[config.mk]
export PLATFORM = sky130hd
export DESIGN_NAME = cal_sequencer
export DESIGN_NICKNAME = d
export VERILOG_FILES = /design/src/rtl/cal_seq_pkg.sv /design/src/rtl/sync_edge.sv /design/src/rtl/phase_timer.sv /design/src/rtl/cal_fsm.sv /design/src/rtl/cal_sequencer.sv
export SDC_FILE = /design/constraint.sdc
export NUM_CORES = 1
export LEC_CHECK = 0
export BUFFER_PORTS_ARGS = -buffer_cell sky130_fd_sc_hd__buf_2
export CAP_MARGIN = 20
export CORE_UTILIZATION = 37
export DETAILED_ROUTE_END_ITERATION = 10
export GPL_TIMING_DRIVEN = 1
export SYNTH_ARGS = -nofsm -noshare
export SYNTH_HDL_FRONTEND = slang
export SYNTH_SLANG_ARGS = --single-unit
[constraint.sdc]
create_clock -name clk -period 3.65 [get_ports clk]
set_input_delay 0.5475 -clock clk [delete_from_list [all_inputs] [get_ports clk]]
set_output_delay 0.5475 -clock clk [all_outputs]
set_load 0.01 [all_outputs]
[src/rtl/cal_seq_pkg.sv]
package cal_seq_pkg;

    typedef enum logic [1:0] {
        MODE_FULL      = 2'd0,
        MODE_GAIN_OFFS = 2'd1,
        MODE_GAIN_ONLY = 2'd2,
        MODE_OFFS_ONLY = 2'd3
    } cal_mode_t;

    typedef enum logic [2:0] {
        ST_IDLE = 3'd0,
        ST_DAC  = 3'd1,
        ST_GAIN = 3'd2,
        ST_HOLD = 3'd3,
        ST_OFFS = 3'd4
    } cal_state_t;

    function automatic logic two_part(input cal_mode_t m);
        return (m == MODE_FULL) || (m == MODE_GAIN_OFFS);
    endfunction

endpackage

[src/rtl/sync_edge.sv]
module sync_edge #(
    parameter int   STAGES  = 2,
    parameter logic RST_VAL = 1'b0
) (
    input  logic clk,
    input  logic rst_n,
    input  logic din,
    output logic rise,
    output logic fall
);
    logic [STAGES:0] shr;

    always_ff @(posedge clk or negedge rst_n) begin
        if (!rst_n) shr <= {(STAGES+1){RST_VAL}};
        else        shr <= {shr[STAGES-1:0], din};
    end

    assign rise = shr[STAGES-1] & ~shr[STAGES];
    assign fall = ~shr[STAGES-1] & shr[STAGES];
endmodule

[src/rtl/phase_timer.sv]
module phase_timer #(
    parameter int CNT_W = 8
) (
    input  logic             clk,
    input  logic             rst_n,
    input  logic             load,
    input  logic [CNT_W-1:0] len,
    output logic             zero
);
    logic [CNT_W-1:0] cnt;

    always_ff @(posedge clk or negedge rst_n) begin
        if (!rst_n)         cnt <= '0;
        else if (load)      cnt <= len - 1'b1;
        else if (cnt != '0) cnt <= cnt - 1'b1;
    end

    assign zero = (cnt == '0);
endmodule

[src/rtl/cal_fsm.sv]
module cal_fsm
    import cal_seq_pkg::*;
#(
    parameter int DAC_CYC  = 97215,
    parameter int GAIN_CYC = 13899,
    parameter int OFFS_CYC = 13899,
    parameter int CNT_W    = 17
) (
    input  logic             clk,
    input  logic             rst_n,
    input  logic             cal_rise,
    input  logic             cal_fall,
    input  logic             cv_rise,
    input  logic             sw_start,
    input  logic [1:0]       mode,
    input  logic             tmr_zero,
    output logic             tmr_load,
    output logic [CNT_W-1:0] tmr_len,
    output logic             busy,
    output logic             dac_cal_en,
    output logic             gain_cal_en,
    output logic             offs_cal_en,
    output logic             done
);
    localparam logic [CNT_W-1:0] DAC_LEN  = CNT_W'(DAC_CYC);
    localparam logic [CNT_W-1:0] GAIN_LEN = CNT_W'(GAIN_CYC);
    localparam logic [CNT_W-1:0] OFFS_LEN = CNT_W'(OFFS_CYC);

    cal_state_t state, nxt;
    cal_mode_t  mode_q;
    logic       start;

    assign start = cal_rise | sw_start;

    always_comb begin
        nxt = state;
        if (cal_fall) begin
            nxt = ST_IDLE;
        end else begin
            unique case (state)
                ST_IDLE: if (start) begin
                    unique case (cal_mode_t'(mode))
                        MODE_FULL:      nxt = ST_DAC;
                        MODE_GAIN_OFFS: nxt = ST_GAIN;
                        MODE_GAIN_ONLY: nxt = ST_GAIN;
                        MODE_OFFS_ONLY: nxt = ST_OFFS;
                    endcase
                end
                ST_DAC:  if (tmr_zero) nxt = ST_GAIN;
                ST_GAIN: if (tmr_zero) nxt = two_part(mode_q) ? ST_HOLD : ST_IDLE;
                ST_HOLD: if (cv_rise)  nxt = ST_OFFS;
                ST_OFFS: if (tmr_zero) nxt = ST_IDLE;
                default: nxt = ST_IDLE;
            endcase
        end
    end

    always_comb begin
        tmr_load = (nxt != state) &&
                   (nxt == ST_DAC || nxt == ST_GAIN || nxt == ST_OFFS);
        tmr_len  = (nxt == ST_DAC)  ? DAC_LEN  :
                   (nxt == ST_GAIN) ? GAIN_LEN : OFFS_LEN;
    end

    always_ff @(posedge clk or negedge rst_n) begin
        if (!rst_n) begin
            state  <= ST_IDLE;
            mode_q <= MODE_FULL;
        end else begin
            state <= nxt;
            if (state == ST_IDLE && start) mode_q <= cal_mode_t'(mode);
        end
    end

    always_comb begin
        dac_cal_en  = (state == ST_DAC);
        gain_cal_en = (state == ST_GAIN);
        offs_cal_en = (state == ST_OFFS);
        busy        = dac_cal_en | gain_cal_en | offs_cal_en;
        done        = !cal_fall && tmr_zero &&
                      ((state == ST_GAIN && !two_part(mode_q)) || state == ST_OFFS);
    end


    gain_not_to_offs_chk: assert property (@(posedge clk) disable iff (!rst_n)
        state == ST_GAIN |=> state != ST_OFFS);


    dac_only_full_chk: assert property (@(posedge clk) disable iff (!rst_n)
        state == ST_DAC |-> mode_q == MODE_FULL);


    done_then_idle_chk: assert property (@(posedge clk) disable iff (!rst_n)
        done |=> !busy);


    hold_waits_chk: assert property (@(posedge clk) disable iff (!rst_n)
        (state == ST_HOLD && !cv_rise && !cal_fall) |=> state == ST_HOLD);


    cal_fall_idle_chk: assert property (@(posedge clk) disable iff (!rst_n)
        cal_fall |=> (state == ST_IDLE && !busy));
endmodule

[src/rtl/cal_sequencer.sv]
module cal_sequencer #(
    parameter int DAC_CYC     = 97215,
    parameter int GAIN_CYC    = 13899,
    parameter int OFFS_CYC    = 13899,
    parameter int SYNC_STAGES = 2
) (
    input  logic       clk,
    input  logic       rst_n,
    input  logic       cal_n,
    input  logic       convst,
    input  logic [1:0] mode,
    input  logic       sw_start,
    output logic       busy,
    output logic       dac_cal_en,
    output logic       gain_cal_en,
    output logic       offs_cal_en,
    output logic       done
);
    localparam int MAX_AB = (DAC_CYC > GAIN_CYC) ? DAC_CYC : GAIN_CYC;
    localparam int MAX_CY = (MAX_AB > OFFS_CYC) ? MAX_AB : OFFS_CYC;
    localparam int CNT_W  = $clog2(MAX_CY + 1);
    localparam int N_IN   = 2;
    localparam logic [N_IN-1:0] IN_RST = 2'b01;

    logic [N_IN-1:0] raw_in, in_rise, in_fall;
    logic             tmr_load, tmr_zero;
    logic [CNT_W-1:0] tmr_len;

    assign raw_in = {convst, cal_n};

    for (genvar g = 0; g < N_IN; g++) begin : g_sync
        sync_edge #(.STAGES(SYNC_STAGES), .RST_VAL(IN_RST[g])) u_sync (
            .clk  (clk),
            .rst_n(rst_n),
            .din  (raw_in[g]),
            .rise (in_rise[g]),
            .fall (in_fall[g])
        );
    end

    phase_timer #(.CNT_W(CNT_W)) u_timer (
        .clk  (clk),
        .rst_n(rst_n),
        .load (tmr_load),
        .len  (tmr_len),
        .zero (tmr_zero)
    );

    cal_fsm #(
        .DAC_CYC (DAC_CYC),
        .GAIN_CYC(GAIN_CYC),
        .OFFS_CYC(OFFS_CYC),
        .CNT_W   (CNT_W)
    ) u_fsm (
        .clk        (clk),
        .rst_n      (rst_n),
        .cal_rise   (in_rise[0]),
        .cal_fall   (in_fall[0]),
        .cv_rise    (in_rise[1]),
        .sw_start   (sw_start),
        .mode       (mode),
        .tmr_zero   (tmr_zero),
        .tmr_load   (tmr_load),
        .tmr_len    (tmr_len),
        .busy       (busy),
        .dac_cal_en (dac_cal_en),
        .gain_cal_en(gain_cal_en),
        .offs_cal_en(offs_cal_en),
        .done       (done)
    );
endmodule

After elaboration in Yosys (flattened, before gate mapping)
Cells that the tools add are included.

Equality and inequality tests: 12. Reductions and logical operators: 18. Add/subtract/negate cells: 2. Multiplexer cells: 12. Bitwise gates (word level): 9.

Operators by type and width (count): 17-bit 2-to-1 mux (3); 17-bit by 1-bit subtractor with 17-bit output, second input constant (2); 3-bit 2-to-1 mux (6); 17-bit logical NOT (1); 17-bit nonzero test (1); 3-bit one-hot mux with 5 select lines (1); 3-bit by 2-bit equality test with 1-bit output, second input constant (3); 3-bit one-hot mux with 3 select lines (1); 3-bit by 1-bit equality test with 1-bit output, second input constant (2); 3-bit equality test, second input constant (2); 1-bit logical AND (5); 2-bit by 1-bit equality test with 1-bit output, second input constant (2); 2-bit equality test, second input constant (2); 2-bit logical NOT (2); 1-bit logical OR (4); 1-bit AND (3); 3-bit logical NOT (1); 3-bit != test (1); 1-bit inverter (3); 1-bit OR (3); 1-bit logical NOT (2); 2-bit 2-to-1 mux (1); 2-bit nonzero test (1); 2-bit OR reduction (1).

Output and inout port bits: 5. Flip-flop bits (word level): 28. Input bits: 7.

Longest topological paths before layout
Gate-level depths: netlist of the first run.

Depth in word-level cells: 11. Mapped depth: 17. Depth with buffers taken out: 16.

By module
A second synthesis of the first run with hierarchy kept.

Cell total of the unflattened synthesis: 216. Area total of the unflattened synthesis: 2008.2 um^2.

By module, submodules not included: phase_timer (times used 1, cells an instance 135, area each 1234.9 um^2); cal_fsm (times used 1, cells an instance 71, area each 589.3 um^2); sync_edge at g_sync[0].u_sync (times used 1, cells an instance 5, area each 93.8 um^2); sync_edge at g_sync[1].u_sync (times used 1, cells an instance 5, area each 90.1 um^2).

Least setup slack after synthesis of the first run
No wires, ideal clock.

Path type: in2reg. Start: input mode[0]. End: register u_timer.cnt[14]. Slack: 0.359 ns. Setup time: 0.130 ns. Stages on the path: 17. Arrival: 3.161 ns. Path through: inv_1 ha_1 or3_1 a32oi_1 o32ai_1 o221ai_2 nor3_4 buf_6 nor2_1 ha_1 inv_1 nor4_2 nand2_1 nor3_1 xnor2_1 o21a_1 nor2_1.

Longest elaborated chain between the ends: 11. Elaborated cells between the ends (all ways): 20. Those cells by class: add/sub: 1; eq/ne: 7; mux: 6; reduce/logical: 6.

RTL lines: from (decl) (line cal_sequencer.sv:11) `input logic [1:0] mode,`; 2-bit by 1-bit equality test with 1-bit output or 2-bit equality test (tied branches) (line cal_fsm.sv:42) `unique case (cal_mode_t'(mode))`; 2-bit OR reduction (no source line); 3-bit one-hot mux with 3 select lines * (line cal_fsm.sv:42); 3-bit 2-to-1 mux * (line cal_fsm.sv:41) `ST_IDLE: if (start) begin`; 3-bit one-hot mux with 5 select lines * (line cal_fsm.sv:40) `unique case (state)`; 3-bit 2-to-1 mux * (line cal_fsm.sv:37) `if (cal_fall) begin`; parallel branches: the longest is 5 deep, another holds 17-bit by 1-bit subtractor with 17-bit output; to (signal assigned) (line phase_timer.sv:14) `else if (load) cnt <= len - 1'b1;`; to (signal assigned) (line phase_timer.sv:15) `else if (cnt != '0) cnt <= cnt - 1'b1;`; to (decl) (line phase_timer.sv:10) `logic [CNT_W-1:0] cnt;`.

Mark *: on every way between the ends. A chain may end at the register's enable or synchronous reset.

Worst setup path after layout of the first run
Start: register u_timer.cnt[13]. End: register u_timer.cnt[14].

Longest elaborated chain between the ends: 9. Elaborated cells between the ends (all ways): 20. Those cells by class: add/sub: 2; eq/ne: 4; mux: 8; reduce/logical: 6.

RTL lines: parallel branches: the longest is 9 deep, another holds 17-bit by 1-bit subtractor with 17-bit output.

Parallel ways; which one is timed is not known. The select of a mux whose other input is x is not followed.

==> out/metrics.csv, run 1 <==
stage,metric,value,unit
floorplan,area of the die,4830,um^2
global_route,GRT Util Overall,15.8,%
setup_path,Worst Path Max Fanout,5,
placement,Post-Place Setup Slack,0.286,ns
detailed_routing,Initial DRT Pass Iterations,4,
sta,Max Slew Vio Count,0,
floorplan,die width,69.5,um
yosys,top cell type by total area after synthesis,dfrtp_1,
yosys,synthesized flop and latch total,27,
setup_path,worst r2r src,u_timer.cnt[13]$_DFFE_PN0P_,
yosys,Synth async-reset ratio,100,%
cts,clk root buf,clkbuf_8,
placement,gpl congestion,0.914,
detailed_routing,final WL,3590,um
detailed_routing,Post-DRT Antenna Nets,0,
detailed_routing,Remaining DRCs,0,
job,Max Cap Violations,0,
cts,CTS tree,done,
final_layout,Layout area overhead,8.91,%
power_and_ir_drop,Max VDD drop,0.382,mV
setup_path,Worst Path Required,3.79,ns
setup_path,Reg2Reg Setup Slack,0.27,ns
sta,final worst slack,0.267,ns
floorplan,Die H,69.5,um
detailed_routing,Initial DRC Count,46,
yosys,Synth Net Count,184,
sta,fin crit share,92.7,%
placement,port bufs,11,
global_route,gr ovfl total,0,
cts,worst skew pair latency,0.27,ns
sta,Clock Skew,0.00488,ns
detailed_routing,met1 WL,1650,um
global_route,vias in the first global route,1410,
final_layout,diode count,0,
floorplan,core footprint,4350,um^2
detailed_routing,Met2 Wirelength,1730,um
floorplan,Row Count,24,
setup_path,Crit. End Element,register,
sta,min Tclk post-route,3.38,ns
floorplan,initial core utilization,38.7,%
cts,Clock transition at path regs,0.09,ns
cts,Hold Buf Count CTS,0,
detailed_routing,vias,1346,
global_route,largest net degree at the start of global routing,28,
yosys,Cells after Synth,174,
setup_path,r2r endpoint,u_timer.cnt[14]$_DFFE_PN0P_,
global_route,initial antenna violation count,0,
floorplan,Ports,12,
setup_path,Crit. Startpoint,u_timer.cnt[13]$_DFFE_PN0P_,
final_layout,storage element area,679,um^2
yosys,Yosys top cell area share,35.6,%
yosys,YS warnings,0,
final_layout,layout cell share with drive strength beyond 1,21.0,%
yosys,most frequent cells after synthesis,"dfrtp_1, nor2_1, inv_1, nand2_1, o21a_1",
hold_path,Min-Delay Path Class,input port to async pin,
sta,Achievable Freq,296,MHz
final_layout,Multi-input gate area,945,um^2
sta,Slew Limit Headroom,53.7,%
cts,"Setup Fix Bufs, Post-CTS",0,
sta,Final Hold Viols,0,
sta,Setup TNS Final,0,ns
yosys,synthesized cell area,1690,um^2
detailed_routing,WL met3,151,um
cts,CTS resizes,0,
final_layout,fill count,429,
detailed_routing,Top Metal Used,met4,
setup_path,worst-case reg-to-reg path depth,15,
yosys,register area share after synthesis,40.3,%
sta,worst slew pin tran,0.692,ns
global_route,global-route wire length before repair,6220,um
final_layout,Nets,197,
yosys,most common cell in the netlist,dfrtp_1,
final_layout,Layout Utilization,42.2,%
setup_path,type of the worst setup path,register to register,
yosys,"Primary FF master, synth",dfrtp_1,
setup_path,arrival time at the worst endpoint,3.52,ns
cts,total CTS buffers,3,
setup_path,CP Launch Type,register,
detailed_routing,Vias/cell,5.66,
power_and_ir_drop,leakage power,0.744,nW
yosys,synth top area cells,"dfrtp_1, nor2_1, dfstp_2",
detailed_routing,wire length per cell,15.1,um
yosys,Avg Inst Size Synth,9.69,um^2
sta,RSZ-0062 raised after global routing,false,
yosys,Synth cell types,55,
cts,clk sinks,27,
setup_path,Worst Setup EP,u_timer.cnt[14]$_DFFE_PN0P_,
status,outcome,"complete, no violations",
sta,final setup violation count,0,
power_and_ir_drop,pwr/cell area,754,nW/um^2
yosys,Post-synth EDFFs,0,
placement,HPWL after DPL,2690,um
cts,H-tree levels,1,
cts,CTS max path bufs,2,
[kinds of logic after synthesis]
group,after synthesis,synth area share [%]
simple gates,82,30.4
fa+ha+maj,3,2.23
flops,27,40.3
mux,2,1.34
buf+inv,13,3.64
compound gates,36,16.4
xor+xnor,11,5.72
[cells in the final DEF, fill, tap and decap left out, drive strengths merged, types with 4 or more instances in the layout]
| cell | instances |
|---|---|
| a21o | 5 |
| a21oi | 6 |
| buf | 13 |
| dfrtp | 24 |
| inv | 8 |
| nand2 | 9 |
| nand2b | 4 |
| nand3 | 5 |
| nor2 | 24 |
| nor2b | 6 |
| nor3 | 8 |
| nor4 | 8 |
| o21a | 7 |
| o21ai | 4 |
| xnor2 | 5 |
| xor2 | 6 |
[layer usage]
layer	vias to the layer above	global-route usage [%]
met5	-	0
met4	0	5.67
met3	7	3.05
met2	33	26.9
met1	656	20.0
li1	650	-
[sequential cells by signal (all words and copies together) (netlist names)]
name / count
u_fsm.state: 3
u_fsm.mode_q: 1
u_timer.cnt: 17
g_sync.u_sync.shr: 6
[worst min-delay path by stage]
stage / to / startpoint / cells after the start
after floorplan: g_sync[1].u_sync.shr[0]$_DFF_PN0_ / rst_n / 0
after global placement: g_sync[1].u_sync.shr[1]$_DFF_PN0_ / g_sync[1].u_sync.shr[0]$_DFF_PN0_ / 0
after detailed placement: g_sync[1].u_sync.shr[1]$_DFF_PN0_ / g_sync[1].u_sync.shr[0]$_DFF_PN0_ / 0
after CTS: u_timer.cnt[8]$_DFFE_PN0P_ / rst_n / 1
after global routing: u_timer.cnt[4]$_DFFE_PN0P_ / rst_n / 1
final: u_timer.cnt[2]$_DFFE_PN0P_ / rst_n / 1
[report_power, final]
| part | total, mW | switching (mW) | leakage, nW | internal [mW] |
|---|---|---|---|---|
| Clock | 0.167 | 0.0903 | 0.0255 | 0.0763 |
| Combinational | 0.627 | 0.332 | 0.407 | 0.295 |
| Sequential | 0.591 | 0.178 | 0.311 | 0.413 |
[worst max-delay path: stages (launching register included)]
cell,delay (ns)
dfrtp_1,0.45
nor4_1,0.41
and4_4,0.31
a31oi_1,0.14
a211oi_4,0.33
and3_1,0.27
nor3_4,0.07
nor2_1,0.11
ha_1,0.15
inv_1,0.08
nor4_2,0.27
nand2_1,0.14
nor3_1,0.21
xnor2_1,0.15
o21a_1,0.13
nor2_1,0.04
[area by class of cell]
class	count	share of cell area, %
clock buffers	3	2.25
clock inverters	1	0.273
inverters	8	1.64
multi-input cells	134	51.5
flip-flops and latches	27	37.0
well taps	52	3.54
repair buffers	13	3.82
[per-stage QoR]
stage	cells	total power [mW]	cell area [um^2]	hold slack (ns)
4_1_cts	238	1.39	1840	0.294
5_1_grt	238	1.49	1840	0.319
3_5_place_dp	234	1.22	1790	0.348
3_3_place_gp	234	1.19	1790	0.338
6_report	238	1.38	1840	0.272
2_1_floorplan	174	1.08	1690	0.252
Power figures use the tool's default switching activity.
==> inputs of run 2 (changes only) <==
--- a/config.mk
+++ b/config.mk
@@ -10,6 +10,7 @@
 export CORE_UTILIZATION = 37
 export DETAILED_ROUTE_END_ITERATION = 10
 export GPL_TIMING_DRIVEN = 1
+export PLACE_DENSITY_LB_ADDON = 0.1
 export SYNTH_ARGS = -nofsm -noshare
 export SYNTH_HDL_FRONTEND = slang
 export SYNTH_SLANG_ARGS = --single-unit
==> constraint.sdc (replaced) <==
create_clock -name clk -period 4.24 [get_ports clk]
set_input_delay 0.636 -clock clk [delete_from_list [all_inputs] [get_ports clk]]
set_output_delay 0.636 -clock clk [all_outputs]
set_load 0.01 [all_outputs]
==> run 2 against run 1 <==
Sequential share of layout area rose by 0.25 points. Sequential power shrank 14%. Non-clock buffer count decreased by 2. Count of clock-buffer cells in the layout did not move. Register-to-register slack improved by 0.33 ns. Critical path type unchanged. Largest cell class unchanged.
==> out/metrics.csv, run 2 (synthesis gave the netlist of run 1 again) <==
stage,metric,value,unit
setup_path,r2r endpoint,u_timer.cnt[14]$_DFFE_PN0P_,
power_and_ir_drop,Clock power frac,12.6,%
power_and_ir_drop,switch share,43.5,%
detailed_routing,vias,1292,
floorplan,Die H,69.5,um
cts,clk root buf,clkbuf_8,
power_and_ir_drop,Power Total,1.19,mW
detailed_routing,Initial DRC Count,75,
power_and_ir_drop,Net Switching,515,uW
detailed_routing,met1 WL,1660,um
global_route,vias in the first global route,1273,
cts,worst skew pair latency,0.28,ns
setup_path,Worst Path Required,4.40,ns
job,Max Cap Violations,0,
setup_path,"Slowest-stage cell, CP",nor4_1,
setup_path,crit-path cells,"nor4_1, and4_4, a31oi_1, a211oi_4, and3_1, nor3_4, nor2_1, ha_1, inv_1, nor4_2, nand2_1, nor3_1, xnor2_1, o21a_1, nor2_1",
setup_path,Worst Setup EP,u_timer.cnt[14]$_DFFE_PN0P_,
cts,CTS tree,done,
global_route,initial antenna violation count,0,
sta,RSZ-0062 raised after global routing,false,
detailed_routing,Met2 Wirelength,1680,um
final_layout,Reg with most FFs,u_timer.cnt,
detailed_routing,WL met3,71,um
sta,fin crit share,85.9,%
floorplan,die width,69.5,um
global_route,GRT Util Overall,15.8,%
setup_path,"most used cell, CP",nor2_1,
setup_path,worst-case reg-to-reg path depth,15,
power_and_ir_drop,power share of the combinational group,44.3,%
global_route,global-route wire length before repair,6070,um
placement,cell area after placement,1770,um^2
final_layout,"Cell Count, Final, Fillers Out",236,
hold_path,Min-Delay Path Class,input port to async pin,
detailed_routing,final WL,3460,um
global_route,largest net degree at the start of global routing,28,
cts,"Setup Fix Bufs, Post-CTS",0,
setup_path,Worst Path Max Fanout,18,
floorplan,initial core utilization,38.7,%
power_and_ir_drop,sequential share of power,43.1,%
detailed_routing,Top Metal Used,met4,
setup_path,Reg2Reg Setup Slack,0.60,ns
sta,final worst slack,0.598,ns
cts,Clock transition at path regs,0.09,ns
sta,Clock Skew,0.00503,ns
final_layout,Multi-input gate area,945,um^2
final_layout,"commonest non-fill, non-tap cells in the layout","dfrtp_1, nor2_1, buf_2, inv_1, nand2_1",
detailed_routing,Post-DRT Antenna Nets,0,
placement,Placed Cells,232,
floorplan,area of the die,4830,um^2
sta,Final Hold Viols,0,
cts,H-tree levels,1,
sta,final setup violation count,0,
setup_path,Worst path max stage delay,0.46,ns
placement,gpl congestion,0.826,
final_layout,max reg flops,17,
final_layout,post-route design area,1820,um^2
cts,total CTS buffers,3,
detailed_routing,Vias/cell,5.47,
final_layout,largest registers,"u_timer.cnt: 17 flops, g_sync.u_sync.shr: 6 flops, u_fsm.state: 3 flops",
power_and_ir_drop,pwr/cell area,650,nW/um^2
setup_path,type of the worst setup path,register to register,
power_and_ir_drop,leakage power,0.729,nW
cts,CTS max path bufs,2,
sta,worst slew pin tran,0.714,ns
final_layout,Nets,195,
final_layout,layout cell share with drive strength beyond 1,20.1,%
sta,Setup TNS Final,0,ns
sta,Achievable Freq,275,MHz
final_layout,Layout Utilization,41.9,%
detailed_routing,wire length per cell,14.7,um
placement,HPWL after DPL,2590,um
final_layout,"commonest non-fill, non-tap cell in the layout",dfrtp_1,
cts,Hold Buf Count CTS,0,
detailed_routing,Initial DRT Pass Iterations,4,
sta,Fin Hold WS,0.353,ns
status,outcome,"complete, no violations",
setup_path,arrival time at the worst endpoint,3.80,ns
cts,clk sinks,27,
power_and_ir_drop,internal power,670,uW
final_layout,diode count,0,
final_layout,storage element area,679,um^2
setup_path,worst r2r src,u_timer.cnt[12]$_DFFE_PN0P_,
final_layout,Layout area overhead,8.17,%
setup_path,CP Launch Type,register,
placement,Post-Place Setup Slack,0.545,ns
floorplan,Ports,12,
setup_path,Crit. End Element,register,
cts,CTS resizes,0,
setup_path,Crit. Startpoint,u_timer.cnt[12]$_DFFE_PN0P_,
sta,Slew Limit Headroom,52.3,%
sta,min Tclk post-route,3.64,ns
global_route,gr ovfl total,0,
final_layout,fill count,442,
sta,Max Slew Vio Count,0,
detailed_routing,Remaining DRCs,0,
floorplan,core footprint,4350,um^2
floorplan,Row Count,24,
placement,port bufs,11,
power_and_ir_drop,Max VDD drop,0.265,mV
-- run 2: cell types whose count changed in the layout (fill, tap and decap cells not counted), sizes merged --
cell      change
clkinvlp      +1
clkinv        -1
buf           -2
-- run 2: worst min-delay path by stage --
stage	from	to	cells past startpoint
final	rst_n	u_fsm.state[2]$_DFF_PN0_	1
after global routing	g_sync[1].u_sync.shr[0]$_DFF_PN0_	g_sync[1].u_sync.shr[1]$_DFF_PN0_	0
after CTS	g_sync[1].u_sync.shr[0]$_DFF_PN0_	g_sync[1].u_sync.shr[1]$_DFF_PN0_	0
after detailed placement	g_sync[1].u_sync.shr[0]$_DFF_PN0_	g_sync[1].u_sync.shr[1]$_DFF_PN0_	0
after global placement	g_sync[1].u_sync.shr[0]$_DFF_PN0_	g_sync[1].u_sync.shr[1]$_DFF_PN0_	0
after floorplan	g_sync[1].u_sync.shr[0]$_DFF_PN0_	g_sync[1].u_sync.shr[1]$_DFF_PN0_	0
-- run 2: final cells by class --
cell class	count	area share, %
Multi-Input combinational cell	134	51.8
Inverter	8	1.65
Sequential cell	27	37.3
Clock buffer	3	2.26
Clock inverter	1	0.412
Tap cell	52	3.57
Timing Repair Buffer	11	3.02
-- run 2: power by group through the flow --
stage / clock network (mW) / logic [mW] / registers [mW]
after floorplan: 0 / 0.467 / 0.460
after global placement: 0 / 0.525 / 0.512
after detailed placement: 0 / 0.528 / 0.515
after CTS: 0.154 / 0.532 / 0.510
after global routing: 0.166 / 0.598 / 0.529
final: 0.149 / 0.525 / 0.511
-- run 2: worst max-delay path, delay by kind of cell (launching register included) --
kind,cells,cell delay (ns)
simple gates,9,2.10
xor+xnor,1,0.15
flops,1,0.45
fa+ha+maj,1,0.15
buf+inv,1,0.08
compound gates,3,0.59
-- run 2: per-layer routing --
layer,track usage (%),vias up
met3,2.18,5
met5,0,-
met2,25.1,14
met4,5.90,0
li1,-,649
met1,21.8,624
==> inputs of run 3 (changes only) <==
--- a/config.mk
+++ b/config.mk
@@ -5,11 +5,13 @@
 export SDC_FILE = /design/constraint.sdc
 export NUM_CORES = 1
 export LEC_CHECK = 0
+export ABC_AREA = 1
 export BUFFER_PORTS_ARGS = -buffer_cell sky130_fd_sc_hd__buf_2
 export CAP_MARGIN = 20
 export CORE_UTILIZATION = 37
 export DETAILED_ROUTE_END_ITERATION = 10
 export GPL_TIMING_DRIVEN = 1
+export HOLD_SLACK_MARGIN = 0.15
 export PLACE_DENSITY_LB_ADDON = 0.1
 export SYNTH_ARGS = -nofsm -noshare
 export SYNTH_HDL_FRONTEND = slang
==> run 3 against run 2 <==
Count of clock-buffer cells in the layout unchanged. Synthesized cell count rose by 54%. Non-clock buffer count unchanged. Worst setup slack better by 0.49 ns. Core utilization rose by 0.55 points. Die area grew 9.2%. Final area is 11% higher. Area after synthesis rose by 9.4%. Combinational power rose by 100%. Via count is 22% higher. Critical endpoint is now u_timer.cnt[12]$_DFFE_PN0P_. Fmax rose by 15%. Global-route usage grew 1.3 points.
==> out/metrics.csv, run 3 <==
stage,metric,value,unit
power_and_ir_drop,Power Total,1.64,mW
floorplan,Die H,72.6,um
yosys,synth top area cells,"dfrtp_1, nand2_1, inv_1",
yosys,post-synthesis compound-gate area fraction,4.82,%
yosys,top cell type by total area after synthesis,dfrtp_1,
yosys,Synth cell types,27,
yosys,register area share after synthesis,36.8,%
cts,total CTS buffers,3,
floorplan,Row Count,25,
yosys,mux contribution to synthesized area,0,%
placement,port bufs,11,
yosys,synthesized cell area,1840,um^2
yosys,Cells after Synth,268,
final_layout,Reg with most FFs,u_timer.cnt,
detailed_routing,wire length per cell,11.3,um
final_layout,"commonest non-fill, non-tap cell in the layout",nand2_1,
setup_path,Worst Path Max Fanout,18,
sta,Final Hold Viols,0,
yosys,adder-cell share of the synthesized area,2.04,%
setup_path,CP Launch Type,register,
cts,worst skew pair latency,0.28,ns
cts,CTS max path bufs,2,
sta,Setup TNS Final,0,ns
setup_path,type of the worst setup path,register to register,
yosys,YS warnings,0,
setup_path,Worst Path Required,4.43,ns
setup_path,crit-path cells,"nor2_1, nand2_1, nor2_1, nand2_2, nand2_1, nand2_1, nand2_2, inv_2, nand2_1, nand2_1, nor2_4, nand2_4, nand2_8, inv_2, nor2_1, inv_1, nand3_1, nand2_1, nand2_1, inv_1",
yosys,xor-xnor portion of the synthesized cell area,0.475,%
floorplan,die width,72.6,um
detailed_routing,Initial DRC Count,91,
global_route,global-route wire length before repair,6910,um
cts,clk root buf,clkbuf_8,
sta,Slew Limit Headroom,47.3,%
final_layout,Layout Utilization,42.4,%
cts,Hold Buf Count CTS,0,
sta,RSZ-0062 raised after global routing,false,
detailed_routing,vias,1573,
setup_path,"Slowest-stage cell, CP",nor2_1,
detailed_routing,Remaining DRCs,0,
placement,HPWL after DPL,3110,um
power_and_ir_drop,pwr/cell area,814,nW/um^2
setup_path,arrival time at the worst endpoint,3.34,ns
floorplan,core footprint,4750,um^2
cts,clk sinks,27,
yosys,Simple-Gate Fraction of Synth Area,45.4,%
sta,worst slew pin tran,0.787,ns
sta,final setup violation count,0,
final_layout,post-route design area,2020,um^2
yosys,"Primary FF master, synth",dfrtp_1,
cts,"Setup Fix Bufs, Post-CTS",0,
sta,min Tclk post-route,3.15,ns
final_layout,Nets,292,
placement,cell area after placement,1970,um^2
detailed_routing,final WL,3940,um
global_route,largest net degree at the start of global routing,28,
final_layout,diode count,0,
yosys,Avg Inst Size Synth,6.88,um^2
hold_path,Min-Delay Path Class,input port to async pin,
sta,Fin Hold WS,0.352,ns
yosys,most frequent cells after synthesis,"nand2_1, inv_1, nor2_1, dfrtp_1, nand3_1",
final_layout,max reg flops,17,
global_route,initial antenna violation count,0,
floorplan,initial core utilization,38.8,%
floorplan,area of the die,5270,um^2
yosys,Post-synth EDFFs,0,
yosys,largest family of logic cells by synthesized area,simple AND/OR/NAND/NOR gates,
final_layout,largest registers,"u_timer.cnt: 17 flops, g_sync.u_sync.shr: 6 flops, u_fsm.state: 3 flops",
cts,CTS tree,done,
detailed_routing,Initial DRT Pass Iterations,4,
final_layout,layout cell share with drive strength beyond 1,19.6,%
yosys,Yosys top cell area share,32.6,%
yosys,Synth async-reset ratio,100,%
job,Max Cap Violations,0,
sta,Max Slew Vio Count,0,
power_and_ir_drop,leakage power,1.09,nW
sta,Clock Skew,0.00274,ns
global_route,vias in the first global route,1496,
setup_path,Crit. End Element,register,
yosys,most common cell in the netlist,nand2_1,
final_layout,"commonest non-fill, non-tap cells in the layout","nand2_1, inv_1, nor2_1, dfrtp_1, nand3_1",
setup_path,Worst path max stage delay,0.61,ns
yosys,synthesized flop and latch total,27,
cts,CTS resizes,0,
yosys,Synth Net Count,278,
placement,gpl congestion,0.809,
cts,H-tree levels,1,
detailed_routing,Vias/cell,4.52,
setup_path,Buf/Inv on CP,4,
detailed_routing,Post-DRT Antenna Nets,0,
status,outcome,"complete, no violations",
cts,Clock transition at path regs,0.10,ns
floorplan,Ports,12,
final_layout,Layout area overhead,9.36,%
global_route,gr ovfl total,0,
power_and_ir_drop,Max VDD drop,0.373,mV
setup_path,cell family with most CP delay,simple AND/OR/NAND/NOR gates,
sta,Achievable Freq,317,MHz
sta,fin crit share,74.4,%
global_route,GRT Util Overall,17.1,%
setup_path,"most used cell, CP",nand2_1,
==> run 3: worst paths after layout <==
path / from / endpoint / slack, ns / cells past startpoint
max: u_timer.cnt[15]$_DFFE_PN0P_ / u_timer.cnt[12]$_DFFE_PN0P_ / 1.09 / 20
min: rst_n / u_timer.cnt[14]$_DFFE_PN0P_ / 0.35 / 1
max reg2reg: u_timer.cnt[15]$_DFFE_PN0P_ / u_timer.cnt[12]$_DFFE_PN0P_ / 1.09 / 20
min reg2reg: g_sync[0].u_sync.shr[0]$_DFF_PN1_ / g_sync[0].u_sync.shr[1]$_DFF_PN1_ / 0.36 / 0
max in group asynchronous: rst_n / u_timer.cnt[12]$_DFFE_PN0P_ / 3.49 / 1
min in group clk: g_sync[0].u_sync.shr[0]$_DFF_PN1_ / g_sync[0].u_sync.shr[1]$_DFF_PN1_ / 0.36 / 0
==> run 3: layout make-up <==
| class | instances | area [um^2] |
|---|---|---|
| clock inverter | 1 | 8.76 |
| clock buffer | 3 | 41.3 |
| tap | 67 | 83.8 |
| timing repair buffer | 11 | 55.1 |
| multi-input combinational | 192 | 972 |
| inverter | 47 | 176 |
| sequential | 27 | 679 |
| fill | 537 | 2740 |
==> run 3: where the power goes <==
part,switching [mW],total [mW],internal [mW]
registers,0.0628,0.412,0.349
logic,0.732,1.07,0.337
clock network,0.0926,0.162,0.0692
==> run 3: cells by family after synthesis <==
logic type / count (synthesis)
flops: 27
fa+ha+maj: 3
buf+inv: 49
simple gates: 171
xor+xnor: 1
compound gates: 17
==> run 3: worst register-to-register path, delay by kind of cell (launching register included) <==
kind,cells,cell delay (ns)
buffers and inverters,4,0.45
DFF,1,0.42
and+or+nand+nor,16,2.17
==> run 3: through the flow <==
| stage | std cells | setup WS (ns) |
|---|---|---|
| final | 348 | 1.09 |
| after CTS | 348 | 1.03 |
| after floorplan | 268 | 1.60 |
| after global placement | 344 | 1.01 |
| after global routing | 348 | 0.652 |
| after detailed placement | 344 | 0.932 |
==> run 3: layer usage <==
layer	global-route usage (%)	part of all wire [%]
met5	0	0
met4	4.58	1.1
met3	2.62	3.0
met2	27.5	44
met1	23.9	52
